File: src/rtl/panel_boot_pkg.sv
package panel_boot_pkg;

    localparam int unsigned WORD_W = 16;

    typedef enum logic [3:0] {
        ST_IDLE,
        ST_RST_LOW,
        ST_RST_WAIT,
        ST_FETCH,
        ST_IDX,
        ST_DAT,
        ST_WAIT,
        ST_DONE
    } seq_state_t;

endpackage

File: src/rtl/panel_ms_timer.sv
// Millisecond down-counter: a prescaler of TICKS cycles per ms, reloaded on load.
// A load of N (N>0) makes expire pulse in exactly the N*TICKS-th cycle after load.
module panel_ms_timer #(
    parameter int unsigned TICKS = 50000,
    parameter int unsigned MSW   = 16
) (
    input  logic           clk,
    input  logic           rst_n,
    input  logic           load,
    input  logic [MSW-1:0] ms_in,
    output logic           expire
);
    localparam int unsigned PSW = (TICKS > 1) ? $clog2(TICKS) : 1;

    logic           run;
    logic [PSW-1:0] pre;
    logic [MSW-1:0] left;
    logic           wrap;

    assign wrap   = (pre == PSW'(TICKS - 1));
    assign expire = run && wrap && (left == MSW'(1));

    always_ff @(posedge clk or negedge rst_n) begin
        if (!rst_n) begin
            run  <= 1'b0;
            pre  <= '0;
            left <= '0;
        end else if (load) begin
            run  <= (ms_in != '0);
            pre  <= '0;
            left <= ms_in;
        end else if (run) begin
            if (wrap) begin
                pre  <= '0;
                left <= left - MSW'(1);
                if (left == MSW'(1)) begin
                    run <= 1'b0;
                end
            end else begin
                pre <= pre + PSW'(1);
            end
        end
    end
endmodule

File: src/rtl/panel_byte_strobe.sv
// Sends one DW-bit word as DW/BW bytes, most significant first.
// Each byte: one cycle with wr_n low, one with wr_n high, data held across both.
module panel_byte_strobe #(
    parameter int unsigned DW = 16,
    parameter int unsigned BW = 8
) (
    input  logic          clk,
    input  logic          rst_n,
    input  logic          go,
    input  logic [DW-1:0] word,
    output logic          fin,
    output logic          wr_n,
    output logic [BW-1:0] bus
);
    localparam int unsigned NB  = DW / BW;
    localparam int unsigned NPH = 2 * NB;
    localparam int unsigned PW  = (NPH > 1) ? $clog2(NPH) : 1;

    logic          busy;
    logic [PW-1:0] ph;
    logic [DW-1:0] sh;

    assign fin  = busy && (ph == PW'(NPH - 1));
    assign wr_n = !(busy && !ph[0]);
    assign bus  = sh[DW-1 -: BW];

    always_ff @(posedge clk or negedge rst_n) begin
        if (!rst_n) begin
            busy <= 1'b0;
            ph   <= '0;
            sh   <= '0;
        end else if (go) begin
            busy <= 1'b1;
            ph   <= '0;
            sh   <= word;
        end else if (busy) begin
            if (ph == PW'(NPH - 1)) begin
                busy <= 1'b0;
                ph   <= '0;
            end else begin
                ph <= ph + PW'(1);
            end
            if (ph[0]) begin
                sh <= sh << BW;
            end
        end
    end
endmodule

File: src/rtl/panel_boot_rom.sv
// Constant bring-up table, read as a pair of words starting at an even word address.
module panel_boot_rom #(
    parameter logic [15:0] WAIT_MARK = 16'hFFFF,
    parameter int unsigned AW        = 5
) (
    input  logic [AW-1:0] addr,
    output logic [15:0]   w_first,
    output logic [15:0]   w_second
);
    function automatic logic [15:0] word_at(input logic [AW-1:0] a);
        logic [15:0] w;
        unique case (int'(a))
            0:  w = 16'h0001;    1:  w = 16'h0200;
            2:  w = 16'h0003;    3:  w = 16'h1028;
            4:  w = 16'h0010;    5:  w = 16'h0000;
            6:  w = WAIT_MARK;   7:  w = 16'd200;
            8:  w = 16'h0010;    9:  w = 16'h14B0;
            10: w = 16'h0011;    11: w = 16'h0107;
            12: w = WAIT_MARK;   13: w = 16'd50;
            14: w = 16'h0012;    15: w = 16'h0019;
            16: w = WAIT_MARK;   17: w = 16'd100;
            18: w = 16'h0007;    19: w = 16'h0173;
            20: w = WAIT_MARK;   21: w = 16'd0;
            default: w = (a[0]) ? 16'd0 : WAIT_MARK;
        endcase
        return w;
    endfunction

    always_comb begin
        w_first  = word_at(addr);
        w_second = word_at(addr | AW'(1));
    end
endmodule

File: src/rtl/panel_boot_seq.sv
module panel_boot_seq
    import panel_boot_pkg::*;
#(
    parameter int unsigned CLK_HZ      = 50_000_000,
    parameter int unsigned RST_LOW_MS  = 20,
    parameter int unsigned RST_WAIT_MS = 50,
    parameter logic [15:0] WAIT_MARK   = 16'hFFFF,
    parameter int unsigned BUS_W       = 8,
    parameter int unsigned ROM_AW      = 5
) (
    input  logic             clk,
    input  logic             rst_n,
    input  logic             start,
    output logic             done,
    output logic             panel_rst_n,
    output logic             panel_cs_n,
    output logic             panel_dc,
    output logic             panel_wr_n,
    output logic             panel_rd_n,
    output logic [BUS_W-1:0] panel_d
);
    localparam int unsigned TICKS = (CLK_HZ / 1000 > 0) ? CLK_HZ / 1000 : 1;

    seq_state_t          state, state_d;
    logic [ROM_AW-1:0]   ptr, ptr_d;
    logic [WORD_W-1:0]   w_first, w_second;
    logic                tmr_load, tmr_exp;
    logic [WORD_W-1:0]   tmr_ms;
    logic                wr_go, wr_fin;
    logic [WORD_W-1:0]   wr_word;

    panel_boot_rom #(.WAIT_MARK(WAIT_MARK), .AW(ROM_AW)) u_rom (
        .addr    (ptr),
        .w_first (w_first),
        .w_second(w_second)
    );

    panel_ms_timer #(.TICKS(TICKS), .MSW(WORD_W)) u_tmr (
        .clk   (clk),
        .rst_n (rst_n),
        .load  (tmr_load),
        .ms_in (tmr_ms),
        .expire(tmr_exp)
    );

    panel_byte_strobe #(.DW(WORD_W), .BW(BUS_W)) u_strobe (
        .clk  (clk),
        .rst_n(rst_n),
        .go   (wr_go),
        .word (wr_word),
        .fin  (wr_fin),
        .wr_n (panel_wr_n),
        .bus  (panel_d)
    );

    // State register
    always_ff @(posedge clk or negedge rst_n) begin
        if (!rst_n) begin
            state <= ST_IDLE;
            ptr   <= '0;
        end else begin
            state <= state_d;
            ptr   <= ptr_d;
        end
    end

    // Next state, pointer and sub-block commands
    always_comb begin
        state_d  = state;
        ptr_d    = ptr;
        tmr_load = 1'b0;
        tmr_ms   = '0;
        wr_go    = 1'b0;
        wr_word  = w_first;
        unique case (state)
            ST_IDLE, ST_DONE: begin
                if (start) begin
                    state_d  = ST_RST_LOW;
                    ptr_d    = '0;
                    tmr_load = 1'b1;
                    tmr_ms   = WORD_W'(RST_LOW_MS);
                end
            end
            ST_RST_LOW: begin
                if (tmr_exp) begin
                    state_d  = ST_RST_WAIT;
                    tmr_load = 1'b1;
                    tmr_ms   = WORD_W'(RST_WAIT_MS);
                end
            end
            ST_RST_WAIT: begin
                if (tmr_exp) begin
                    state_d = ST_FETCH;
                end
            end
            ST_FETCH: begin
                if (w_first == WAIT_MARK) begin
                    if (w_second == '0) begin
                        state_d = ST_DONE;
                    end else begin
                        state_d  = ST_WAIT;
                        tmr_load = 1'b1;
                        tmr_ms   = w_second;
                    end
                end else begin
                    state_d = ST_IDX;
                    wr_go   = 1'b1;
                    wr_word = w_first;
                end
            end
            ST_IDX: begin
                if (wr_fin) begin
                    state_d = ST_DAT;
                    wr_go   = 1'b1;
                    wr_word = w_second;
                end
            end
            ST_DAT: begin
                if (wr_fin) begin
                    state_d = ST_FETCH;
                    ptr_d   = ptr + ROM_AW'(2);
                end
            end
            ST_WAIT: begin
                if (tmr_exp) begin
                    state_d = ST_FETCH;
                    ptr_d   = ptr + ROM_AW'(2);
                end
            end
            default: state_d = ST_IDLE;
        endcase
    end

    // Outputs decoded from the state register
    always_comb begin
        done        = 1'b0;
        panel_rst_n = 1'b1;
        panel_cs_n  = 1'b1;
        panel_dc    = 1'b0;
        panel_rd_n  = 1'b1;
        unique case (state)
            ST_IDLE, ST_RST_WAIT: ;
            ST_RST_LOW:           panel_rst_n = 1'b0;
            ST_FETCH, ST_WAIT,
            ST_IDX:               panel_cs_n  = 1'b0;
            ST_DAT: begin
                panel_cs_n = 1'b0;
                panel_dc   = 1'b1;
            end
            ST_DONE:              done        = 1'b1;
            default: ;
        endcase
    end
endmodule

File: config.mk
export PLATFORM = sky130hd
export DESIGN_NAME = panel_boot_seq
export DESIGN_NICKNAME = d
export VERILOG_FILES = /design/src/rtl/panel_boot_pkg.sv /design/src/rtl/panel_ms_timer.sv /design/src/rtl/panel_byte_strobe.sv /design/src/rtl/panel_boot_rom.sv /design/src/rtl/panel_boot_seq.sv
export SDC_FILE = /design/constraint.sdc
export NUM_CORES = 1
export LEC_CHECK = 0
export ABC_AREA = 1
export BUFFER_PORTS_ARGS = -buffer_cell sky130_fd_sc_hd__buf_2
export CORE_MARGIN = 1.5
export CORE_UTILIZATION = 40
export DETAILED_ROUTE_END_ITERATION = 7
export GPL_ROUTABILITY_DRIVEN = 0
export HOLD_SLACK_MARGIN = 0.1
export PLACE_DENSITY = 0.66
export SYNTH_ARGS = -nofsm -noshare
export SYNTH_HDL_FRONTEND = slang
export SYNTH_HIERARCHICAL = 1
export SYNTH_SLANG_ARGS = --single-unit
File: constraint.sdc
create_clock -name clk -period 4.5 [get_ports clk]
set_input_delay 0.675 -clock clk [delete_from_list [all_inputs] [get_ports clk]]
set_output_delay 0.675 -clock clk [all_outputs]
set_load 0.01 [all_outputs]
After elaboration in Yosys (flattened, before gate mapping) --
Cells that the tools add are included.
Storage, ports and cells: output and inout bits 14, bits in registers 61, word-level logic and storage cells 138, input port bits 3
Operators by class: eq/ne operators 46, reduce and logical (&&, ||, !) cells 27, multiplexer cells 53, $add $sub $neg 4
Operators by type and width (number):
- $pmux W16 S17 | 1
- $mux W16 | 14
- $pmux W13 S10 | 1
- $pmux W16 S3 | 1
- $eq A5 B4 Y1 const B | 8
- $eq A16 B16 Y1 const B | 2
- $eq A4 B3 Y1 const B | 8
- $eq A5 B5 Y1 const B | 6
- $mux W4 | 6
- $pmux W4 S6 | 1
- $eq A5 B3 Y1 const B | 4
- $mux W5 | 4
- $mux W1 | 18
- $add A16 B1 Y16 const B | 1
- $eq A16 B1 Y1 const B | 1
- $logic_not A16 Y1 | 1
- $reduce_bool A16 Y1 | 1
- $sub A16 B1 Y16 const B | 1
- $pmux W5 S3 | 1
- $eq A4 B2 Y1 const B | 3
- $eq A5 B2 Y1 const B | 2
- $logic_not A5 Y1 | 2
- $eq A4 B1 Y1 const B | 2
- $eq A4 B4 Y1 const B | 2
- other kinds (20) | 39

Depth between registers and ports, before layout --
word-level depth 8, depth in mapped cells 25, depth with buffers taken out 22

Cells and area by module --
The synthesis kept the hierarchy.
By module, submodules not included:
- panel_ms_timer | cells each 348, instances 1, sequential area each 825.8 µm², area each 2250.9 µm²
- panel_boot_seq | cells each 188, instances 1, sequential area each 175.2 µm², area each 1132.3 µm²
- panel_byte_strobe | cells each 118, instances 1, sequential area each 475.5 µm², area each 964.7 µm²
- panel_boot_rom | cells each 123, instances 1, sequential area each 0.0 µm², area each 594.3 µm²

Least setup slack after synthesis --
OpenSTA, ideal clock, no wires.
path kind flip-flop to flip-flop, from reg ptr[1], to reg u_tmr.pre[6], setup time 0.118 ns, period minus slack after synthesis 3.121 ns, required time 4.382 ns, arrival time 3.003 ns, path slack 1.379 ns, cell stages (with the launch flop) 23, path through dfrtp_1 buf_4 inv_1 nand2_1 nand3_1 nand3_1 nor2_1 nand3_2 buf_6 nand2_1 buf_4 nand2_1 nor2_1 nand2_1 nor2_2 nand3_4 buf_6 nand2_1 nor2_4 nor3_1 nand2_1 xor2_1 nor2_1
Between the ends: longest elaborated chain between the ends 7, elaborated cells on any way between the ends 44, classes of those cells 30 x eq/ne; 6 x mux; 8 x reduce/logical
Ends and longest elaborated chain:
- start: declaration | RTL line panel_boot_seq.sv:25 | logic [ROM_AW-1:0] ptr, ptr_d;
- start signal: assignment | RTL line panel_boot_seq.sv:63 | ptr <= ptr_d;
- $eq A5 B3 Y1, or another cell as far along | RTL line panel_boot_rom.sv:12 | unique case (int'(a))
- $reduce_or A4 Y1 (no source line) / $reduce_or A2 Y1 (equally long branches)
- $pmux W16 S17 * | RTL line panel_boot_rom.sv:12
- net w_first[11] | RTL line panel_boot_seq.sv:26 | logic [WORD_W-1:0] w_first, w_second;
- $eq A16 B16 Y1 * | RTL line panel_boot_seq.sv:97 | if (w_first == WAIT_MARK) begin
- $mux W1 * | RTL line panel_boot_seq.sv:97
- $pmux W1 S3 * | RTL line panel_boot_seq.sv:75 | unique case (state)
- net tmr_load | RTL line panel_boot_seq.sv:27 | logic tmr_load, tmr_exp;
- $mux W16 / $reduce_bool A2 Y1 (equally long branches)
- end signal: assignment | RTL line panel_ms_timer.sv:40 | pre <= pre + PSW'(1);
- end: declaration | RTL line panel_ms_timer.sv:16 | logic [PSW-1:0] pre;
The timed path passes the listed nets; every way through them passes the cells marked *. A chain may end at the register's enable or synchronous reset.

Final worst setup path --
from reg ptr[1], to reg u_tmr.left[10]
Between the ends: longest elaborated chain between the ends 8, elaborated cells on any way between the ends 49, classes of those cells 30 x eq/ne; 9 x mux; 10 x reduce/logical
Ends and longest elaborated chain:
- $eq A5 B3 Y1, or another cell as far along | RTL line panel_boot_rom.sv:12
- $reduce_or A4 Y1 (no source line) / $reduce_or A2 Y1 (equally long branches)
- $pmux W16 S17 * | RTL line panel_boot_rom.sv:12
- net w_first[11] | RTL line panel_boot_seq.sv:26
- $eq A16 B16 Y1 * | RTL line panel_boot_seq.sv:97
- $mux W1 * | RTL line panel_boot_seq.sv:97
- $pmux W1 S3 * | RTL line panel_boot_seq.sv:75
- net tmr_load | RTL line panel_boot_seq.sv:27
- $reduce_bool A2 Y1 (no source line)
- $reduce_and A2 Y1 (no source line)
- end signal: assignment | RTL line panel_ms_timer.sv:31 | left <= ms_in;
- end signal: assignment | RTL line panel_ms_timer.sv:35 | left <= left - MSW'(1);
- end: declaration | RTL line panel_ms_timer.sv:17 | logic [MSW-1:0] left;
Marks and branches as above.

==> metrics.md <==
| Metric | Value |
|---|---|
| Nets | 780 |
| First-pass DRT Iterations | 7 |
| Most used cell, CP | nand2_1 |
| Drt initial violations | 395 |
| CTS tree | yes |
| CORE AREA | 12010 µm² |
| Hold_buf cts | 0 |
| TritonCTS Buffers | 9 |
| Clock root buffer | clkbuf_16 |
| Clock transition at path regs | 0.06 ns |
| Worst Path Max Fanout | 26 |
| Register area share after synthesis | 29.87% |
| Initial Util | 41.15% |
| Worst slew pin tran | 0.6482 ns |
| Clock Power Share | 22.6% |
| Synth area leaders | dfrtp_1 (30%), nand2_1 (20%), nor2_1 (8.1%) |
| #FFs+latches synth | 59 |
| Critical Path RT | 4.77 ns |
| WP buf/inv | 2 |
| # IOs | 17 |
| Slew Limit Fails | 0 |
| Wire per inst | 12.60 µm |
| Max-slew headroom at the worst pin | 56.79% |
| Post-CTS Setup Inserts | 0 |
| Worst vdd ir | 285.3 µV |
| RSZ-0062 raised after global routing | no |
| Hold WS | 0.3709 ns |
| Clk_lat worst skew | 0.33 ns |
| Post-synth EDFFs | 0 |
| Final wirelength | 11.64 mm |
| Share of the synthesized area in the top cell type | 29.87% |
| MaxCap Viol Count | 0 |
| GRT overflow | 0 |
| Antenna viol nets, final | 0 |
| Sw Share | 47.36% |
| Register area | 1476 µm² |
| Antenna fix cells | 0 |
| Crit Reg-Reg Startpoint | ptr[1] |
| Avg Cell Area, Syn | 6.361 µm² |
| Sequential Power Share | 27.6% |
| # rows | 40 |
| CP cell instances | inv_1 -> nand2_1 -> nor2_1 -> nand2_1 -> nand3_1 -> nor2_1 -> nand3_2 -> nand2_1 -> nand2_1 -> nor2_1 -> nand2_1 -> nor2_2 -> nand3_4 -> nand2_1 -> inv_2 -> nand2_2 -> nand2_4 -> nor2_1 -> nand2_1 -> nand2_1 |
| Asr flop ratio synth | 100.0% |
| Synth cell types | 43 |
| PwrDens | 623.3 nW/µm² |
| Synth area leader | dfrtp_1 |
| Slowest cell delay on critical path | 0.62 ns |
| Die Y | 114.2 µm |
| CP max-delay cell | dfrtp_1 |
| # setup viols final | 0 |
| Worst Setup End Kind | flip-flop |
| Vias in the first global route | 4405 |
| CTS H-tree lvls | 3 |
| Gate power share | 49.8% |
| Largest net degree at the start of global routing | 33 |
| Crit start category | flip-flop |
| Hold Violations, Final | 0 |
| I/O Buffers | 15 |
| Via count | 4606 |
| Post-synth top flop | dfrtp_1 |
| Worst R2R Setup Slack | 0.66 ns |
| Int Pwr | 1.721 mW |
| Clock Tree Buf Depth | 2 |
| Arr. time, crit path | 4.11 ns |
| Drc violations | 0 |
| Mapped Area | 4942 µm² |
| Multi-input gate area | 2820 µm² |
| Yosys warnings | 6 |
| Setup_tns | 0 ns |
| Syn Inst Count | 777 |
| CP startpoint | ptr[1] |
| Synth top cells by count | nand2_1 (264), nor2_1 (106), inv_1 (84) |
| Layout Skew | 0.008925 ns |
| Max Clock Freq | 0.2601 GHz |
| End of the critical path | u_tmr/left[10] |
| Status | complete, no violations |
| NetSw | 1.548 mW |
| Crit path time final | 3.844 ns |
| GRT Util Overall | 19.39% |
| Count leader, synth | nand2_1 |
| Total Power | 3.269 mW |
| Die width | 114.2 µm |
| Worst R2R Path Depth | 20 |
| First-pass GRT wire length | 20.51 mm |
| Crit path depth | 20 |
| Layout area overhead | 6.127% |
| Die area | 13030 µm² |
| Vias/cell | 4.985 |
| DP HPWL | 8.691 mm |
| Hold Path Class | input pin to asynchronous set/reset pin |
| Leakage | 2.728 nW |
| Post-CTS sizing | 0 |
| Clock sink count | 59 |
| Antenna violations before repair | 0 |
| Final period util | 85.43% |
| Fillers | 1290 |
| Share of post-route cells with drive strength above 1 | 11.20% |
| Reg2Reg Capture Point | u_tmr/left[10] |
| Critical path class | flip-flop to flip-flop |
| Delay-heaviest family, CP | simple AND/OR/NAND/NOR gates |
[kinds of logic (layout without fill, tap and decap cells)]
family | after synthesis | in the layout | synth area share [%]
compound gates | 67 | 67 | 8.455
fa+ha+maj | 5 | 5 | 1.266
other cells | 3 | 6 | 0.2278
xor+xnor | 6 | 6 | 1.063
buf+inv | 129 | 126 | 13.29
flops | 59 | 59 | 29.87
simple gates | 508 | 508 | 45.82
[power by group through the flow]
stage               registers [mW]  logic [mW]  clock network [mW]
floorplan                    0.846        1.43                   0
global placement             0.905        1.60                   0
detailed placement           0.906        1.62                   0
CTS                          0.900        1.62               0.755
global route                 0.931        1.88               0.774
finish                       0.901        1.63               0.739
[layout make-up]
cell class,count,share of cell area (%)
Timing Repair Buffer,17,1.718
Inverter,93,6.799
Tap cell,147,3.507
Clock inverter,7,1.765
Sequential cell,59,28.15
Clock buffer,9,4.294
Multi-Input combinational cell,592,53.77
[flip-flops by register name, summed over array words and instances, names as in the netlist]
register and flops:
ptr 4, state 3, u_strobe/busy 1, u_strobe/ph 2, u_strobe/sh 16, u_tmr/left 16, u_tmr/pre 16, u_tmr/run 1
[layout by cell type (no fill, tap or decap), drive strengths merged, types with 5 or more instances in the layout]
master	count
a21oi	7
buf	17
clkbuf	9
conb	6
dfrtp	59
ha	5
inv	93
nand2	281
nand3	70
nand4	16
nor2	117
nor3	21
o21a	16
o21ai	34
[metrics by stage]
stage	area [µm²]	utilization, %	std cells	setup WS (ns)
global route	5245	43.67	924	0.1145
floorplan	4954	-	780	1.379
global placement	4927	41.02	908	0.8208
CTS	5245	43.67	924	0.7042
finish	5245	43.67	924	0.6557
detailed placement	4927	41.02	908	0.7266
[worst min path at each step]
stage / slack, ns / cells after the start / end / startpoint
4_1_cts: 0.40 / 1 / state[2] / rst_n
3_5_place_dp: 0.49 / 2 / u_strobe/sh[7] / u_strobe/sh[7]
6_report: 0.37 / 1 / state[2] / rst_n
2_1_floorplan: 0.38 / 0 / ptr[1] / rst_n
3_3_place_gp: 0.49 / 2 / u_strobe/sh[7] / u_strobe/sh[7]
5_1_grt: 0.44 / 1 / state[2] / rst_n
[layer usage]
layer / up-vias / global-route usage [%] / share of wire [%]
li1: 2415 / - / -
met1: 2069 / 26.57 / 50
met2: 106 / 31.08 / 44
met3: 16 / 3.812 / 4.7
met4: 0 / 5.667 / 1.2
met5: - / 0 / 0
No activity file was read; power rests on OpenSTA's default activity.
